$ cat src/rtl/otmr_pkg.sv
package otmr_pkg;
  localparam int NUM_CH      = 4;
  localparam int WDOG_CH     = 3;
  localparam int IEN_BITS    = 12;
  localparam int OFS_COUNT   = 'h10;
  localparam int OFS_STATUS  = 'h14;
  localparam int OFS_WDOG    = 'h18;
  localparam int OFS_IEN     = 'h1C;

  typedef enum logic [2:0] {
    SEL_NONE, SEL_MATCH, SEL_COUNT, SEL_STATUS, SEL_WDOG, SEL_IEN
  } reg_sel_e;
endpackage

$ cat src/rtl/otmr_counter.sv
module otmr_counter #(
  parameter int W = 32
) (
  input  logic         clk,
  input  logic         rst,
  input  logic         tick,
  input  logic         load,
  input  logic [W-1:0] load_val,
  output logic [W-1:0] cnt,
  output logic [W-1:0] cnt_inc,
  output logic         step
);
  assign step    = tick & ~load;
  assign cnt_inc = cnt + {{(W-1){1'b0}}, 1'b1};

  always_ff @(posedge clk) begin
    if (rst)       cnt <= '0;
    else if (load) cnt <= load_val;
    else if (tick) cnt <= cnt_inc;
  end

  assert_count_step_R2: assert property (@(posedge clk) disable iff (rst)
    step |=> cnt == $past(cnt_inc));
  assert_count_hold_R2: assert property (@(posedge clk) disable iff (rst)
    (!tick && !load) |=> $stable(cnt));
endmodule

$ cat src/rtl/otmr_channel.sv
module otmr_channel #(
  parameter int W = 32
) (
  input  logic         clk,
  input  logic         rst,
  input  logic         match_we,
  input  logic [W-1:0] wdata,
  input  logic         step,
  input  logic [W-1:0] cnt_inc,
  input  logic         ien,
  input  logic         clr,
  output logic [W-1:0] match_val,
  output logic         hit,
  output logic         status
);
  assign hit = step && (cnt_inc == match_val);

  always_ff @(posedge clk) begin
    if (rst)           match_val <= '0;
    else if (match_we) match_val <= wdata;
  end

  always_ff @(posedge clk) begin
    if (rst) status <= 1'b0;
    else     status <= (status & ~clr) | (hit & ien);
  end

  assert_set_needs_enable_R4: assert property (@(posedge clk) disable iff (rst)
    $rose(status) |-> $past(ien && step));
  assert_hold_until_clear_R11: assert property (@(posedge clk) disable iff (rst)
    $fell(status) |-> $past(clr));
endmodule

$ cat src/rtl/otmr_wdog.sv
module otmr_wdog (
  input  logic clk,
  input  logic rst,
  input  logic arm_we,
  input  logic arm_bit,
  input  logic hit,
  output logic armed,
  output logic req
);
  always_ff @(posedge clk) begin
    if (rst) begin
      armed <= 1'b0;
      req   <= 1'b0;
    end else if (hit && armed) begin
      armed <= 1'b0;
      req   <= 1'b1;
    end else begin
      req <= 1'b0;
      if (arm_we) armed <= arm_bit;
    end
  end

  assert_req_one_cycle_R7: assert property (@(posedge clk) disable iff (rst)
    req |=> !req);
  assert_req_disarms_R7: assert property (@(posedge clk) disable iff (rst)
    req |-> (!armed && $past(armed)));
endmodule

$ cat src/rtl/os_match_timer.sv
module os_match_timer #(
  parameter int ADDR_W = 8,
  parameter int DATA_W = 32
) (
  input  logic              clk,
  input  logic              rst,
  input  logic              tick_en,
  input  logic              wr_en,
  input  logic              rd_en,
  input  logic [ADDR_W-1:0] addr,
  input  logic [DATA_W-1:0] wdata,
  output logic [DATA_W-1:0] rdata,
  output logic              rd_err,
  output logic [3:0]        irq,
  output logic              wdog_rst_req
);
  import otmr_pkg::*;

  localparam int CH_IDX_W = $clog2(NUM_CH);

  reg_sel_e              sel;
  logic [CH_IDX_W-1:0]   ch_idx;
  logic [DATA_W-1:0]     cnt, cnt_inc;
  logic                  step;
  logic [NUM_CH-1:0]     hit, status;
  logic [DATA_W-1:0]     match_val [NUM_CH];
  logic [IEN_BITS-1:0]   ien_q;
  logic                  armed;
  logic [DATA_W-1:0]     rd_val;

  always_comb begin
    sel    = SEL_NONE;
    ch_idx = '0;
    if (addr[1:0] == 2'b00) begin
      if (int'(addr) < 4*NUM_CH) begin
        sel    = SEL_MATCH;
        ch_idx = addr[CH_IDX_W+1:2];
      end else if (int'(addr) == OFS_COUNT)  sel = SEL_COUNT;
      else if (int'(addr) == OFS_STATUS)     sel = SEL_STATUS;
      else if (int'(addr) == OFS_WDOG)       sel = SEL_WDOG;
      else if (int'(addr) == OFS_IEN)        sel = SEL_IEN;
    end
  end

  otmr_counter #(.W(DATA_W)) u_cnt (
    .clk(clk), .rst(rst), .tick(tick_en),
    .load(wr_en && sel == SEL_COUNT), .load_val(wdata),
    .cnt(cnt), .cnt_inc(cnt_inc), .step(step)
  );

  for (genvar i = 0; i < NUM_CH; i++) begin : g_ch
    otmr_channel #(.W(DATA_W)) u_ch (
      .clk(clk), .rst(rst),
      .match_we(wr_en && sel == SEL_MATCH && ch_idx == CH_IDX_W'(i)),
      .wdata(wdata), .step(step), .cnt_inc(cnt_inc),
      .ien(ien_q[i]),
      .clr(wr_en && sel == SEL_STATUS && wdata[i]),
      .match_val(match_val[i]), .hit(hit[i]), .status(status[i])
    );
  end

  otmr_wdog u_wdog (
    .clk(clk), .rst(rst),
    .arm_we(wr_en && sel == SEL_WDOG), .arm_bit(wdata[0]),
    .hit(hit[WDOG_CH]), .armed(armed), .req(wdog_rst_req)
  );

  always_ff @(posedge clk) begin
    if (rst)                            ien_q <= '0;
    else if (wr_en && sel == SEL_IEN)   ien_q <= wdata[IEN_BITS-1:0];
  end

  assign irq = status;

  always_comb begin
    case (sel)
      SEL_MATCH:  rd_val = match_val[ch_idx];
      SEL_COUNT:  rd_val = cnt;
      SEL_STATUS: rd_val = DATA_W'(status);
      SEL_WDOG:   rd_val = DATA_W'(armed);
      SEL_IEN:    rd_val = DATA_W'(ien_q);
      default:    rd_val = '0;
    endcase
  end

  always_ff @(posedge clk) begin
    if (rst) begin
      rdata  <= '0;
      rd_err <= 1'b0;
    end else begin
      rd_err <= rd_en && sel == SEL_NONE;
      if (rd_en) rdata <= rd_val;
    end
  end

  assert_err_only_after_read_R9: assert property (@(posedge clk) disable iff (rst)
    rd_err |-> ($past(rd_en) && rdata == '0));
  assert_irq_needs_enable_R4: assert property (@(posedge clk) disable iff (rst)
    ($rose(irq[0]) |-> $past(ien_q[0])));
endmodule

$ cat config.mk
export PLATFORM = sky130hd
export DESIGN_NAME = os_match_timer
export DESIGN_NICKNAME = d
export VERILOG_FILES = /design/src/rtl/otmr_pkg.sv /design/src/rtl/otmr_counter.sv /design/src/rtl/otmr_channel.sv /design/src/rtl/otmr_wdog.sv /design/src/rtl/os_match_timer.sv
export SDC_FILE = /design/constraint.sdc
export NUM_CORES = 1
export LEC_CHECK = 0
export BUFFER_PORTS_ARGS = -buffer_cell sky130_fd_sc_hd__buf_2
export CORE_MARGIN = 5
export CORE_UTILIZATION = 55
export CTS_BUF_LIST = sky130_fd_sc_hd__clkbuf_8
export CTS_CLUSTER_SIZE = 16
export DETAILED_ROUTE_END_ITERATION = 10
export GPL_TIMING_DRIVEN = 0
export PLACE_DENSITY = 0.69
export SYNTH_ARGS = -nofsm -noshare
export SYNTH_HDL_FRONTEND = slang
export SYNTH_SLANG_ARGS = --single-unit
$ cat constraint.sdc
create_clock -name clk -period 3.4 [get_ports clk]
set_input_delay 0.85 -clock clk [delete_from_list [all_inputs] [get_ports clk]]
set_output_delay 0.85 -clock clk [all_outputs]
set_load 0.05 [all_outputs]
==> results.toml, run 1 <==
[worst_setup_path]
crit_path_end_kind = "flip-flop"
path_max_fanout = 9
r2r_end = "g_ch[2].u_ch.status$_SDFF_PP0_"
critPathLaunchType = "flip-flop"
required_ns = 3.90
rr_worst_depth = 11
crit_start = "u_cnt.cnt[1]$_SDFFE_PP0P_"
reg2reg_slack_ns = 0.04
endpoint = "g_ch[2].u_ch.status$_SDFF_PP0_"
reg2reg_from = "u_cnt.cnt[1]$_SDFFE_PP0P_"
arrival_ns = 3.85
critical_path_class = "reg2reg"

[routing]
postRouteAntennaNets = 0
dr_total_vias = 13570
finalWirelength_mm = 54.96
wl_per_cell_microns = 26.77
drc_errors = 0
dr.pass1.iters = 6
vias_per_cell = 6.612
drt_iter0_drc = 1912

[clock_tree]
cts_sinks = 211
cts_buffer_depth = 3
clock-root-buffer = "clkbuf_8"
clk_latency_ns = 0.56
numCtsBuffers = 38
cts_tree = "built"
h-tree-depth = 2
path_clk_slew_ns = 0.07
postCtsHoldBufs = 0

[power_and_ir_drop]
power_frac_comb_pct = 6.3
irDropWorstVdd_v = 0.0003520
swShare_pct = 25.22
p_sw_mw = 1.420
p_seq_share_pct = 44.3
p_leak_nw = 5.065
p_clk_share_pct = 49.4
power.internal_mw = 4.210
power.density_nw_per_um2 = 383.7

[floorplanning]
rows = 55
pin_count = 83
start_util_pct = 56.03
fp.dieH_microns = 162.1
fp.dieW_microns = 162.1
dieArea_sq_um = 26270
core_area_sq_um = 22710

[placement]
placed_cell_area_sq_um = 13490
dp_hpwl_mm = 42.18
dp_cells = 1975
portBuffers = 80
gp_congestion = 1.108

[synth]
synth_cells = 1610
synth_top_family_by_area = "simple AND/OR/NAND/NOR gates"
yosys_most_used_dff = "dfxtp_1"
ys_seq_area_share_pct = 33.20
netlist_area_sq_um = 12720
synthMuxAreaShare_pct = 6.471
ys_warn_count = 0
synth_seq_cells = 211
syn_nets = 1656
synth-compound-area-share_pct = 18.45
synth_fa_ha_area_share_pct = 0.09834
synth_xor_area_share_pct = 11.71
ys_types = 78
async_flop_share_pct = 0
synth_edf_count = 0
synth-simple-area-share_pct = 24.75
synth_area_per_cell_sq_um = 7.903

[global_route]
grtUsageMet3_pct = 13.14
grt_pass1_vias = 12860
antenna_found_initial = 1
busiest_layer = "met2"
grt_use_met2_pct = 61.11
grt_max_degree = 11
overflow = 0
grt_pass1_wl_mm = 81.34
globalRouteMet1Util_pct = 54.72
grt_usage_pct = 40.99

[timing]
relSlewSlack_pct = 22.46
fin_skew_ns = 0.01671
min_period_ns = 3.358
worst_pin_slew_ns = 1.163
slew_violations = 0
setup_viol = 0
fmaxAchievable_mhz = 297.8
hold_viol = 0
min_period_over_period_pct = 98.77

[finish]
area_delta_synth_final_pct = 15.32
stdcell_area_sq_um = 14670
n_fill_cell = 2004
diodes = 0
mostFrequentLayoutCells = "338 x nand2_1, 210 x dfxtp_1, 196 x a21oi_1, 122 x nor2_1, 97 x clkbuf_1"
drive_gt1_share_pct = 14.88
final_cells = 2053
nNetsFinal = 1785
layout_commonest_cell = "nand2_1"

[worst_hold_path]
holdCritStartpoint = "ien_q[11]$_SDFFE_PP0P_"
min_path_type = "reg2reg"

[job]
drv_cap = 0

[status]
outcome = "finished clean"
power groups by stage:
stage / sequential, mW / clock [mW] / combinational, mW
2_1_floorplan: 2.57 / 0 / 0.160
3_3_place_gp: 2.55 / 0 / 0.335
3_5_place_dp: 2.55 / 0 / 0.340
4_1_cts: 2.49 / 2.77 / 0.344
5_1_grt: 2.50 / 2.90 / 0.371
6_report: 2.50 / 2.78 / 0.356
Yosys cell counts, types with 4 or more instances:
cell type,n,area [sq um]
o32ai_1,4,35.03
nand4_2,4,50.05
nor3b_1,13,97.59
xor2_1,59,516.8
o31ai_1,4,30.03
buf_4,13,97.59
buf_1,7,26.28
buf_2,16,80.08
or3_1,9,56.30
a211oi_1,45,337.8
a22oi_1,26,195.2
nand3b_1,5,37.54
a2111oi_0,4,35.03
o311ai_0,5,43.79
xnor2_1,88,770.7
nor3_1,20,100.1
a311oi_1,5,43.79
a222oi_1,8,80.08
nor3_2,6,60.06
mux2i_1,8,80.08
o2111ai_1,8,70.07
mux4_2,33,743.2
o211ai_1,7,52.55
xnor3_1,9,202.7
inv_1,23,86.33
dfxtp_1,211,4224
nand4_1,24,150.1
nand3_1,51,255.2
or4_1,8,60.06
o21ai_0,21,105.1
nor2_1,126,473.0
a21oi_1,196,980.9
and3_1,12,75.07
and4_1,7,61.31
clkbuf_1,100,375.4
a221oi_1,4,35.03
nand2b_1,5,31.28
nand2_1,338,1269
nor4_1,17,106.4
sequential cells by signal, summed over array words and instances, names as in the netlist:
name and flops:
g_ch.u_ch.match_val 128, g_ch.u_ch.status 4, ien_q 12, rd_err 1, rdata 32, u_cnt.cnt 32
u_wdog.armed 1, u_wdog.req 1
layout make-up:
cell class	count	area (sq um)	share of cell area (%)
repair buffers	90	488.0	3.326
clock buffers	50	688.2	4.690
multi-input cells	1239	8040	54.80
flip-flops and latches	211	4225	28.80
plain buffers	136	591.8	4.033
well taps	285	356.6	2.430
clock inverters	19	196.4	1.339
inverters	23	86.33	0.5884
through the flow:
stage	setup TNS, ns	power (mW)	util [%]	worst slack [ns]	hold slack, ns
after CTS	-0.03021	5.608	64.15	-0.03021	0.4576
after global routing	-0.008954	5.765	64.61	-0.008954	0.4804
final	0	5.630	64.61	0.04183	0.4613
after floorplan	0	2.730	-	0.5510	0.4357
after detailed placement	-12.52	2.888	59.38	-1.426	0.4490
after global placement	-22.19	2.883	59.36	-1.526	0.4447
how the worst min path moves through the flow:
stage                                         to  slack [ns]  cells after the start
after CTS                 ien_q[11]$_SDFFE_PP0P_        0.46                      2
after global routing      ien_q[11]$_SDFFE_PP0P_        0.48                      2
final                     ien_q[11]$_SDFFE_PP0P_        0.46                      2
after global placement     ien_q[5]$_SDFFE_PP0P_        0.44                      2
after detailed placement   ien_q[9]$_SDFFE_PP0P_        0.45                      2
after floorplan           ien_q[10]$_SDFFE_PP0P_        0.44                      2
critical path, stage by stage, from the launching register on:
cell       delay [ns]
dfxtp_2          0.39
ha_1             0.16
buf_4            0.17
and3_1           0.16
buf_2            0.22
nand3_1          0.30
nor3_1           0.52
xnor2_1          0.17
nand2_1          0.11
o2111ai_1        0.24
nor4_1           0.58
a31o_1           0.26
timing repair:
action,in CTS,in global routing
gates resized for setup,26,17
setup endpoints to repair,6,6
pin swaps,6,9
setup buffers,5,5
kinds of logic (layout without fill, tap and decap cells):
logic type | count (synthesis) | count (layout)
and+or+nand+nor | 670 | 670
AOI/OAI and AO/OA | 371 | 371
DFF | 211 | 211
buffers and inverters | 160 | 318
xor gates and xnor gates | 156 | 156
muxes | 41 | 41
adders and majority gates | 1 | 1
metal layers:
layer  wire, microns  vias up
li1                -     5968
met1           21420     6413
met2           23360     1005
met3            7351      186
met4            2820        2
met5              13        -
Note: power is estimated with default switching activity, not from simulation.
==> run 2, diff against run 1 <==
- CORE_UTILIZATION: 55 -> 43
- PLACE_DENSITY: 0.69 -> 0.56
==> run 2 against run 1 <==
- critical endpoint is now g_ch[0].u_ch.status$_SDFF_PP0_
- worst hold slack got worse by 0.0022 ns
- design area barely moved
- first-iteration DRC count fell by 25%
- clock skew barely moved
- sequential share of layout area barely moved
- global-route usage fell by 6.5 points
==> results.toml, run 2 (synthesis gave the netlist of run 1 again) <==
[finish]
stdcell_area_sq_um = 14690
n_fill_cell = 2915
mostFrequentLayoutCells = "338 x nand2_1, 210 x dfxtp_1, 196 x a21oi_1, 125 x nor2_1, 97 x clkbuf_1"
largest_reg_flops = 128
multi_input_area_sq_um = 8029
nNetsFinal = 1784
layout_commonest_cell = "nand2_1"
seqCellArea_sq_um = 4225
largest_register = "g_ch.u_ch.match_val"
final_cells = 2155
drive_gt1_share_pct = 14.50
area_delta_synth_final_pct = 15.43
top_regs = "g_ch.u_ch.match_val: 128 flops, rdata: 32 flops, u_cnt.cnt: 32 flops"
utilization_pct = 49.95
diodes = 0

[timing]
min_period_ns = 3.399
worst_pin_slew_ns = 1.146
setup_viol = 0
hold_viol = 0
fmaxAchievable_mhz = 294.2
setup_tns_ns = 0
layout_setup_ws_ns = 0.0006435
whs_ns = 0.4590
slew_violations = 0
min_period_over_period_pct = 99.98
relSlewSlack_pct = 23.63
fin_skew_ns = 0.01697

[worst_setup_path]
crit_chain = "buf_4 -> and4_1 -> and4_4 -> buf_4 -> nand3_1 -> xnor2_2 -> xor2_1 -> nand3_1 -> nor4_4 -> a31o_1"
crit_path_end_kind = "flip-flop"
path_max_fanout = 10
critical_path_class = "reg2reg"
critical-path-max-stage-delay_ns = 0.45
critical_path_buf_inv_count = 2
crit_slowest_cell = "nor4_4"
critPathLaunchType = "flip-flop"
required_ns = 3.89
arrival_ns = 3.89
critPathTopFamily = "simple AND/OR/NAND/NOR gates"
reg2reg_slack_ns = 0.0006

[floorplanning]
fp.dieH_microns = 182.0
pin_count = 83
start_util_pct = 43.27
dieArea_sq_um = 33130
fp.dieW_microns = 182.0
rows = 63
core_area_sq_um = 29400

[global_route]
overflow = 0
grt_pass1_vias = 12560
grt_max_degree = 11
grt_pass1_wl_mm = 85.17
antenna_found_initial = 4
grt_usage_pct = 34.52

[power_and_ir_drop]
p_clk_share_pct = 47.5
power_frac_comb_pct = 6.7
power.internal_mw = 4.024
p_sw_mw = 1.426
total_power_mw = 5.450
power.density_nw_per_um2 = 371.1
p_leak_nw = 4.999
irDropWorstVdd_v = 0.0004313
p_seq_share_pct = 45.8
swShare_pct = 26.16

[routing]
drc_errors = 0
wl_per_cell_microns = 27.21
drt_iter0_drc = 1434
finalWirelength_mm = 58.64
postRouteAntennaNets = 0
vias_per_cell = 6.114
dr.pass1.iters = 8
dr_total_vias = 13180

[placement]
dp_cells = 2080
placed_cell_area_sq_um = 13620
portBuffers = 80
pre_cts_ws_ns = -1.273
dp_hpwl_mm = 45.19
gp_congestion = 1.034

[clock_tree]
clk_latency_ns = 0.56
cts_buffer_depth = 3
path_clk_slew_ns = 0.07
cts_tree = "built"
numCtsBuffers = 38
h-tree-depth = 2
clock-root-buffer = "clkbuf_8"
cts_sinks = 211

[job]
drv_cap = 0

[status]
outcome = "finished clean"

[worst_hold_path]
min_path_type = "reg2reg"
[run 2: power groups by stage]
stage / Combinational, mW / Sequential [mW] / Clock (mW)
2_1_floorplan: 0.160 / 2.57 / 0
3_3_place_gp: 0.349 / 2.55 / 0
3_5_place_dp: 0.351 / 2.55 / 0
4_1_cts: 0.355 / 2.49 / 2.61
5_1_grt: 0.381 / 2.49 / 2.73
6_report: 0.366 / 2.50 / 2.59
[run 2: final timing paths]
kind,start,end,depth (start not counted)
hold / removal,ien_q[6]$_SDFFE_PP0P_,ien_q[6]$_SDFFE_PP0P_,2
setup reg to reg,u_cnt.cnt[0]$_SDFFE_PP0P_,g_ch[0].u_ch.status$_SDFF_PP0_,10
hold reg to reg,ien_q[6]$_SDFFE_PP0P_,ien_q[6]$_SDFFE_PP0P_,2
setup / recovery,u_cnt.cnt[0]$_SDFFE_PP0P_,g_ch[0].u_ch.status$_SDFF_PP0_,10
[run 2: final cells by class]
cell class | instances | area share (%)
multi-input cells | 1239 | 54.67
clock buffers | 49 | 4.592
inverters | 23 | 0.5878
clock inverters | 18 | 0.8775
flip-flops and latches | 211 | 28.77
plain buffers | 137 | 4.047
well taps | 390 | 3.323
repair buffers | 88 | 3.135
[run 2: repair_timing]
item                                    in CTS  in global routing
pin swaps                                    3                  3
hold buffers                                 0                  0
buffers inserted                             3                  5
gates resized for setup                     26                 14
endpoints found under the setup margin       6                 11
[run 2: metal layers]
metal / part of all wire (%) / vias to the layer above / global-route usage, %
met5: 0.20 / - / 1.778
met4: 3.8 / 8 / 12.16
met3: 11 / 130 / 11.28
met2: 42 / 714 / 50.62
met1: 42 / 6366 / 47.53
li1: - / 5957 / -
[run 2: worst min-delay path, stage by stage, from the launching register on]
cell     delay (ns)
dfxtp_1        0.31
nand2_1        0.05
a21oi_1        0.05
==> run 3, diff against run 2 <==
- clock period: 3.4 -> 4 ns (I/O delays scaled with it)
==> run 3 against run 2 <==
- the run now ends with negative setup slack left
- combinational power is 16% lower
- clock power is 15% lower
- maximum frequency is 17% lower
- non-clock buffer count is 8 lower
==> results.toml, run 3 (synthesis gave the netlist of run 1 again) <==
[status]
outcome = "complete, but fails checks"
violations = "negative setup slack"

[finish]
layout_commonest_cell = "nand2_1"
multi_input_area_sq_um = 7859
nNetsFinal = 1776
largest_register = "g_ch.u_ch.match_val"
diodes = 0
area_delta_synth_final_pct = 13.58
n_fill_cell = 2931
final_cells = 2147
utilization_pct = 49.15
largest_reg_flops = 128
stdcell_area_sq_um = 14450
mostFrequentLayoutCells = "338 x nand2_1, 211 x dfxtp_1, 196 x a21oi_1, 126 x nor2_1, 100 x clkbuf_1"
drive_gt1_share_pct = 13.15
seqCellArea_sq_um = 4224
top_regs = "g_ch.u_ch.match_val: 128 flops, rdata: 32 flops, u_cnt.cnt: 32 flops"

[worst_setup_path]
critPathLaunchType = "flip-flop"
arrival_ns = 4.57
crit_start = "u_cnt.cnt[0]$_SDFFE_PP0P_"
path_max_fanout = 10
critical_path_class = "reg2reg"
crit_path_end_kind = "flip-flop"
reg2reg_from = "u_cnt.cnt[0]$_SDFFE_PP0P_"
required_ns = 4.50

[clock_tree]
numCtsBuffers = 38
h-tree-depth = 2
cts_sinks = 211
post-cts-setup-buffers = 0
cts_buffer_depth = 3
clk_latency_ns = 0.57
path_clk_slew_ns = 0.07
clock-root-buffer = "clkbuf_8"
cts_tree = "built"

[timing]
hold_viol = 0
slew_violations = 0
rsz0062_at_grt = "no"
setup_tns_ns = -0.07866
min_period_over_period_pct = 102.0
worst_pin_slew_ns = 1.150
relSlewSlack_pct = 23.30
min_period_ns = 4.079
setup_viol = 1
fin_skew_ns = 0.02142
fmaxAchievable_mhz = 245.2
layout_setup_ws_ns = -0.07866

[global_route]
overflow = 0
grt_max_degree = 11
antenna_found_initial = 4
grt_usage_pct = 34.40
grt_pass1_vias = 12510
grt_pass1_wl_mm = 84.79

[placement]
gp_congestion = 1.034
dp_cells = 2080
dp_hpwl_mm = 45.19
portBuffers = 80
placed_cell_area_sq_um = 13620

[worst_hold_path]
holdCritStartpoint = "ien_q[6]$_SDFFE_PP0P_"
min_path_type = "reg2reg"

[routing]
wl_per_cell_microns = 27.22
vias_per_cell = 6.103
finalWirelength_mm = 58.44
dr.pass1.iters = 5
dr_total_vias = 13100
drc_errors = 0
postRouteAntennaNets = 0
drt_iter0_drc = 1466

[floorplanning]
start_util_pct = 43.27
fp.dieH_microns = 182.0
rows = 63
dieArea_sq_um = 33130
pin_count = 83
fp.dieW_microns = 182.0
core_area_sq_um = 29400

[power_and_ir_drop]
irDropWorstVdd_v = 0.0003665
power.density_nw_per_um2 = 320.4
total_power_mw = 4.630
p_leak_nw = 4.849

[job]
drv_cap = 0
-- run 3: changes by cell type in the layout (fill, tap and decap cells not counted), sizes merged --
cell and change:
buf -8
-- run 3: worst max-delay path, stage by stage (launching register included) --
cell and delay, ns:
dfxtp_1 0.34, buf_4 0.19, nand4_1 0.37, nor4_2 0.75, a21oi_1 0.35, a2111oi_2 0.65
o211ai_1 0.25, nor4_1 0.84, a31o_1 0.29
-- run 3: through the flow --
stage / setup WS (ns) / hold slack, ns
after floorplan: 1.139 / 0.4357
after global placement: -0.7522 / 0.4422
after detailed placement: -0.6732 / 0.4512
after CTS: 0.1266 / 0.4601
after global routing: 0.01028 / 0.4899
final: -0.07866 / 0.4592
-- run 3: layout make-up --
| class | count | area share (%) |
|---|---|---|
| inverters | 23 | 0.5974 |
| clock inverters | 18 | 0.8918 |
| flip-flops and latches | 211 | 29.23 |
| repair buffers | 80 | 2.771 |
| multi-input cells | 1239 | 54.38 |
| clock buffers | 49 | 4.667 |
| well taps | 390 | 3.377 |
| plain buffers | 137 | 4.087 |
-- run 3: final timing paths --
check / depth (start not counted) / endpoint / slack, ns
setup / recovery: 8 / g_ch[0].u_ch.status$_SDFF_PP0_ / -0.08
setup reg to reg: 8 / g_ch[0].u_ch.status$_SDFF_PP0_ / -0.08
hold reg to reg: 2 / ien_q[6]$_SDFFE_PP0P_ / 0.46
hold / removal: 2 / ien_q[6]$_SDFFE_PP0P_ / 0.46
-- run 3: power by group --
part           internal (mW)  switching [mW]  total [mW]
clock                   1.23           0.977        2.20
combinational         0.0805           0.226       0.307
sequential              2.11         0.00836        2.12
total                   3.42            1.21        4.63
-- run 3: per-layer routing --
layer | vias to the layer above | share of wire [%] | track usage (%)
li1 | 5948 | - | -
met1 | 6311 | 42 | 47.45
met2 | 690 | 42 | 50.34
met3 | 147 | 12 | 11.18
met4 | 8 | 4.2 | 12.25
met5 | - | 0.20 | 1.778
-- run 3: what timing repair did --
item,CTS,global route
hold endpoints to repair,0,0
resized for setup,3,3
endpoints found under the setup margin,1,5
hold buffers,0,0
